## src/rtl/bus_cmd_pkg.sv

```systemverilog
package bus_cmd_pkg;
  localparam int STATUS_W = 3;
  localparam int NUM_CMD  = 5;
  // command slot indices
  localparam int CMD_MEMRD = 0;
  localparam int CMD_MEMWR = 1;
  localparam int CMD_IORD  = 2;
  localparam int CMD_IOWR  = 3;
  localparam int CMD_INTA  = 4;

  typedef enum logic [STATUS_W-1:0] {
    CODE_INTA  = 3'b000,
    CODE_IORD  = 3'b001,
    CODE_IOWR  = 3'b010,
    CODE_HALT  = 3'b011,
    CODE_FETCH = 3'b100,
    CODE_MEMRD = 3'b101,
    CODE_MEMWR = 3'b110,
    CODE_IDLE  = 3'b111
  } busCode_e;

  typedef enum logic [1:0] {PH_IDLE, PH_ADDR, PH_CMD} phase_e;

  typedef struct packed {
    logic captureCode;
    logic alePhase;
    logic cmdPhase;
    logic busy;
  } ctrlStrobes_t;

  function automatic logic codeHits(input int slot, input logic [STATUS_W-1:0] code);
    case (slot)
      CMD_MEMRD: codeHits = (code == CODE_MEMRD) || (code == CODE_FETCH);
      CMD_MEMWR: codeHits = (code == CODE_MEMWR);
      CMD_IORD:  codeHits = (code == CODE_IORD);
      CMD_IOWR:  codeHits = (code == CODE_IOWR);
      CMD_INTA:  codeHits = (code == CODE_INTA);
      default:   codeHits = 1'b0;
    endcase
  endfunction
endpackage

```

## src/rtl/bus_cmd_ctrl.sv

```systemverilog
module bus_cmd_ctrl
  import bus_cmd_pkg::*;
(
  input  logic         clk,
  input  logic         rstN,
  input  logic         busFloat,
  input  logic         startSeen,
  input  logic         passiveNow,
  output ctrlStrobes_t strobes
);
  phase_e phaseQ, phaseNext;

  always_comb begin
    phaseNext = phaseQ;
    if (busFloat) begin
      phaseNext = PH_IDLE;
    end else begin
      case (phaseQ)
        PH_IDLE: if (startSeen) phaseNext = PH_ADDR;
        PH_ADDR: phaseNext = passiveNow ? PH_IDLE : PH_CMD;
        PH_CMD:  if (passiveNow) phaseNext = PH_IDLE;
        default: phaseNext = PH_IDLE;
      endcase
    end
  end

  always_ff @(posedge clk or negedge rstN) begin
    if (!rstN) phaseQ <= PH_IDLE;
    else       phaseQ <= phaseNext;
  end

  always_comb begin
    strobes.captureCode = (phaseQ == PH_IDLE) && startSeen && !busFloat;
    strobes.alePhase    = (phaseQ == PH_ADDR);
    strobes.cmdPhase    = (phaseQ == PH_CMD);
    strobes.busy        = (phaseQ != PH_IDLE);
  end
endmodule

```

## src/rtl/bus_cmd_datapath.sv

```systemverilog
module bus_cmd_datapath
  import bus_cmd_pkg::*;
(
  input  logic                clk,
  input  logic                rstN,
  input  logic [STATUS_W-1:0] busStatus,
  input  logic                busFloat,
  input  ctrlStrobes_t        strobes,
  output logic                startSeen,
  output logic                passiveNow,
  output logic [NUM_CMD-1:0]  cmdN,
  output logic                halted
);
  logic [STATUS_W-1:0] statusEff;
  logic [STATUS_W-1:0] prevQ;
  logic [STATUS_W-1:0] codeQ;
  logic                haltQ;

  assign statusEff  = busFloat ? CODE_IDLE : busStatus;
  assign passiveNow = (statusEff == CODE_IDLE);
  assign startSeen  = (prevQ == CODE_IDLE) && !passiveNow;

  always_ff @(posedge clk or negedge rstN) begin
    if (!rstN) begin
      prevQ <= CODE_IDLE;
      codeQ <= CODE_IDLE;
      haltQ <= 1'b0;
    end else begin
      prevQ <= statusEff;
      if (strobes.captureCode) begin
        codeQ <= statusEff;
        haltQ <= (statusEff == CODE_HALT);
      end
    end
  end

  for (genvar slot = 0; slot < NUM_CMD; slot++) begin : g_cmd
    assign cmdN[slot] = ~(strobes.cmdPhase && !busFloat && codeHits(slot, codeQ));
  end

  assign halted = haltQ;
endmodule

```

## src/rtl/bus_cmd_decoder.sv

```systemverilog
module bus_cmd_decoder
  import bus_cmd_pkg::*;
(
  input  logic                clk,
  input  logic                rstN,
  input  logic [STATUS_W-1:0] busStatus,
  input  logic                busFloat,
  output logic                memRdN,
  output logic                memWrN,
  output logic                ioRdN,
  output logic                ioWrN,
  output logic                intaN,
  output logic                ale,
  output logic                cycleActive,
  output logic                halted
);
  ctrlStrobes_t       strobes;
  logic               startSeen;
  logic               passiveNow;
  logic [NUM_CMD-1:0] cmdN;

  bus_cmd_ctrl ctrl_i (
    .clk(clk), .rstN(rstN), .busFloat(busFloat),
    .startSeen(startSeen), .passiveNow(passiveNow), .strobes(strobes)
  );

  bus_cmd_datapath dp_i (
    .clk(clk), .rstN(rstN), .busStatus(busStatus), .busFloat(busFloat),
    .strobes(strobes), .startSeen(startSeen), .passiveNow(passiveNow),
    .cmdN(cmdN), .halted(halted)
  );

  assign memRdN      = cmdN[CMD_MEMRD];
  assign memWrN      = cmdN[CMD_MEMWR];
  assign ioRdN       = cmdN[CMD_IORD];
  assign ioWrN       = cmdN[CMD_IOWR];
  assign intaN       = cmdN[CMD_INTA];
  assign ale         = strobes.alePhase;
  assign cycleActive = strobes.busy;
endmodule

```

## config.mk

```make
export PLATFORM = sky130hd
export DESIGN_NAME = bus_cmd_decoder
export DESIGN_NICKNAME = d
export VERILOG_FILES = /design/src/rtl/bus_cmd_pkg.sv /design/src/rtl/bus_cmd_ctrl.sv /design/src/rtl/bus_cmd_datapath.sv /design/src/rtl/bus_cmd_decoder.sv
export SDC_FILE = /design/constraint.sdc
export NUM_CORES = 1
export LEC_CHECK = 0
export ABC_AREA = 1
export BUFFER_PORTS_ARGS = -buffer_cell sky130_fd_sc_hd__buf_4
export CORE_AREA = 2 2 39 41
export DETAILED_ROUTE_END_ITERATION = 16
export DIE_AREA = 0 0 41 43
export PLACE_DENSITY = 0.68
export RECOVER_POWER = 100
export SYNTH_ARGS = -nofsm -noshare
export SYNTH_HDL_FRONTEND = slang
export SYNTH_SLANG_ARGS = --single-unit
```

## constraint.sdc

```tcl
create_clock -name clk -period 2 [get_ports clk]
set_input_delay 0.3 -clock clk [delete_from_list [all_inputs] [get_ports clk]]
set_output_delay 0.3 -clock clk [all_outputs]
set_load 0.05 [all_outputs]
```

Word-level counts from Yosys, hierarchy flattened. Index checks and enable logic that the tools add are counted.

Flip-flop bits (word level): 9. Output and inout port bits: 8. Logic and storage cells: 43.

Equal/unequal tests: 12. Muxes and demuxes: 6. Bitwise operators: 5. Reductions and logical operators: 16.

Operator list (number): $eq A3 B3 Y1 const B (5); $logic_and A1 B1 Y1 (9); $mux W2 (4); $eq A3 B2 Y1 const B (2); $pmux W2 S3 (1); $not A1 Y1 (5); $eq A3 B1 Y1 const B (1); $logic_not A3 Y1 (1); $mux W3 (1); $ne A3 B2 Y1 const B (1); $ne A3 B3 Y1 const B (1); $eq A2 B1 Y1 const B (1); $eq A2 B2 Y1 const B (1); $logic_not A1 Y1 (2); $logic_not A2 Y1 (1); $reduce_and A2 Y1 (1); $reduce_bool A2 Y1 (1); $logic_or A1 B1 Y1 (1).

Longest topological paths before layout.
Depth in word-level cells: 7. Depth in mapped cells: 6.

By module. A second synthesis with hierarchy kept.

Cells, all modules: 50. Area, all modules: 416.6 µm².

Modules (own cells, without submodules): bus_cmd_datapath (times used 1, cells an instance 35, area an instance 314.1 µm², sequential area each 182.7 µm²); bus_cmd_ctrl (times used 1, cells an instance 15, area an instance 102.6 µm², sequential area each 50.0 µm²).

Least setup slack after synthesis. Ideal clock, no wire load.

Kind: register to output. Start: register dp_i.codeQ[1]. End: output memWrN. Arrival time: 1.073 ns. Required time: 1.700 ns. Setup slack: 0.627 ns. Stages on the path, launching flop included: 4. Path buffers: 0. Cell sequence: dfstp_2 > inv_1 > nor2_1 > nand3_1.

Cells in the longest elaborated chain, start to end: 3.

RTL lines: start, declared (line bus_cmd_datapath.sv:16) `logic [STATUS_W-1:0] codeQ;`; start signal, assigned (line bus_cmd_datapath.sv:31) `codeQ <= statusEff;`; $eq A3 B3 Y1 (line bus_cmd_pkg.sv:34) `CMD_MEMWR: codeHits = (code == CODE_MEMWR);`; $logic_and A1 B1 Y1 (line bus_cmd_datapath.sv:38) `assign cmdN[slot] = ~(strobes.cmdPhase && !busFloat && codeHits(slot, codeQ));`; $not A1 Y1 (line bus_cmd_datapath.sv:38); end, declared (line bus_cmd_decoder.sv:9) `output logic memWrN,`.

Every way passes these cells.

Worst setup path after layout.
Start: register dp_i.codeQ[2]. End: output ioRdN.

Cells in the longest elaborated chain, start to end: 3.

RTL lines: $eq A3 B1 Y1 (line bus_cmd_pkg.sv:35) `CMD_IORD: codeHits = (code == CODE_IORD);`; $logic_and A1 B1 Y1 (line bus_cmd_datapath.sv:38); $not A1 Y1 (line bus_cmd_datapath.sv:38); end, declared (line bus_cmd_decoder.sv:10) `output logic ioRdN,`.

Every way passes these cells.

==> results.py <==
metrics = {
    "critical_path": {
        "r2r_slack_ns": 0.74,
        "critical_path_buf_inv_count": 1,
        "crit_fanout": 5,
        "critPathTopFamily": "flip-flops",
        "critPathArrivalTime_ns": 1.45,
        "r2r-start": "dp_i.prevQ[0]",
        "cp-end-kind": "output pin",
        "reg2regPathDepth": 5,
        "crit_type": "reg2out",
        "r2r-end": "dp_i.halted",
        "slowest_delay_ns": 0.57,
        "cp.required_ns": 1.70,
        "slowest_stage": "dfstp_2",
        "worstPathCellList": "nor2_1, nand3_1, clkbuf_1",
        "cp-start-kind": "flop",
    },
    "global_routing": {
        "antenna_found_initial": 0,
        "grt_first_pass_wirelength_mm": 1.40,
        "grt_use_total": 0.125,
        "grt_pass1_vias": 372,
        "gr-total-overflow": 0,
        "grt_max_degree": 10,
    },
    "floorplanning": {
        "die_h_um": 43,
        "row_count": 14,
        "dieArea_sq_mm": 0.00176,
        "io_pins": 14,
        "start_util": 0.332,
        "die_w_um": 41,
        "coreArea_sq_mm": 0.00138,
    },
    "clocking": {
        "htreeDepth": 1,
        "clock_latency_ns": 0.27,
        "cts_resized": 0,
        "cts-root-buf": "clkbuf_4",
        "clock_sinks": 9,
        "cts_buffers": 3,
        "path_clk_slew_ns": 0.06,
        "clockBufferDepth": 2,
        "cts_tree": "yes",
    },
    "synthesis": {
        "synth_top_area_frac": 0.343,
        "synthMuxAreaShare": 0,
        "syn_nets": 60,
        "synth_area_leaders": "dfstp_2 34%, dfrtp_1 16%, nand2_1 11%",
        "syn_inst": 54,
        "synth_fa_ha_area_frac": 0,
        "synth_warnings": 0,
        "synth_top_family_by_area": "simple AND/OR/NAND/NOR gates",
        "synth_xor_area_frac": 0,
        "synth_area_per_cell_sq_um": 8.50,
        "yosys.area.top_type": "dfstp_2",
        "synth_compound_area_frac": 0.0272,
        "syn-cell-area_sq_um": 459,
        "yosys.area_share.simple": 0.376,
        "synth.distinct_cells": 13,
        "seq_area_frac_synth": 0.507,
        "ys_ff_latch": 9,
    },
    "status": {
        "status": "finished, final reports clean",
    },
    "finish": {
        "antenna_cells": 0,
        "drive_gt1_frac": 0.250,
        "num-nets-final": 79,
        "layout_common_cells": "14 x nand2_1, 10 x inv_1, 10 x clkbuf_1",
        "syn2layout_area_growth_pct": 24.5,
        "mostFrequentLayoutCell": "nand2_1",
        "fin_cells": 88,
    },
    "placement": {
        "dp_cells": 83,
        "dp_hpwl_um": 774,
        "portBuffers": 13,
        "gp_congestion": 0.797,
    },
    "worst_hold_path": {
        "min_from": "busStatus[0]",
        "hp-class": "in2reg",
        "whs_path_depth": 3,
        "hold_end": "dp_i.codeQ[0]",
    },
    "sta": {
        "clock_skew_ns": 0.00556,
        "slew_violations": 0,
        "finalSetupTns_ns": 0,
        "finalSetupViolCount": 0,
        "grt_setup_unrepaired": "false",
        "period_needed_ns": 1.75,
        "max-slew-margin-rel": 0.599,
        "hold_viol": 0,
        "fin_crit_sh": 0.874,
        "tightest_slew_ns": 0.605,
        "max_freq_mhz": 572,
    },
    "power_and_ir_drop": {
        "leakagePower_nw": 0.296,
        "power_density_mw_per_mm2": 889,
        "ir_drop_v": 0.000323,
    },
    "drt": {
        "num_vias": 418,
        "vias_per_cell": 4.75,
        "postRouteWirelength_um": 961,
        "drcViolationCount": 0,
        "drt-initial-drc-count": 12,
        "first_pass_iters": 4,
        "ant_nets": 0,
        "wl_per_cell_um": 10.9,
    },
    "job": {
        "drv_cap": 0,
    },
}
[cell families (layout without fill, tap and decap cells)]
kind of cell	after synthesis	after routing
compound gates	2	2
buf+inv	11	29
flops	9	9
simple gates	32	32
[where the power goes]
| part | total (W) | switching, W | internal, W |
|---|---|---|---|
| Sequential | 0.000245 | 0.0000213 | 0.000224 |
| Clock | 0.000143 | 0.0000662 | 0.0000771 |
| Combinational | 0.000120 | 0.0000880 | 0.0000322 |
| Total | 0.000508 | 0.000175 | 0.000333 |
[layer usage]
metal / GRT usage / vias to the layer above / part of all wire
li1: - / 205 / -
met1: 0.130 / 193 / 0.42
met2: 0.197 / 15 / 0.46
met3: 0.0157 / 5 / 0.063
met4: 0.120 / 0 / 0.049
met5: 0 / - / 0
[metrics by stage]
stage	hold slack [ns]	utilization	total power, W	cell area [sq um]	setup WS, ns
after detailed placement	0.129	0.417	0.000380	577	0.664
after global placement	0.128	0.417	0.000376	577	0.711
after CTS	0.280	0.443	0.000526	613	0.453
after floorplan	0.00441	-	0.000336	459	0.627
final	0.279	0.413	0.000508	572	0.253
after global routing	0.316	0.413	0.000530	572	0.206
[flip-flops by register name (all words and copies together), names as in the netlist]
register and cells:
dp_i.halted 1, dp_i.prevQ 3, dp_i.codeQ 3, ctrl_i.phaseQ 2
[final cells by class]
cell class / instances / area [sq um]
Sequential cell: 9 / 233
Multi-Input combinational cell: 34 / 180
Fill cell: 146 / 812
Inverter: 11 / 41.3
Clock buffer: 4 / 26.3
Tap cell: 16 / 20.0
Timing Repair Buffer: 14 / 71.3
[tightest hold or removal path, cell delays in order]
cell     delay, ns
buf_4         0.11
nand4_1       0.08
nand2_1       0.05
[what timing repair did]
action / in CTS / in global routing
setup buffers: 0 / 0
endpoints found under the hold margin: 3 / 0
hold buffers: 1 / 0
[worst max-delay path by stage]
stage | startpoint | end | slack [ns] | cells after the start
finish | dp_i.codeQ[2] | ioRdN | 0.25 | 3
CTS | dp_i.codeQ[1] | memWrN | 0.45 | 4
detailed placement | busFloat | ioRdN | 0.66 | 6
global route | ctrl_i.phaseQ[1] | ioRdN | 0.21 | 4
floorplan | dp_i.codeQ[1] | memWrN | 0.63 | 3
global placement | busFloat | memRdN | 0.71 | 6
[cell usage after synthesis]
library cell and instances:
dfrtp_1 3, dfstp_2 6, inv_1 9, inv_2 2
nand2_1 13, nand2_2 2, nand3_1 4, nand3_4 2
nand4_1 4, nor2_1 5, nor2_2 2, o21a_1 1
o21ai_0 1
Power figures use the tool's default switching activity.
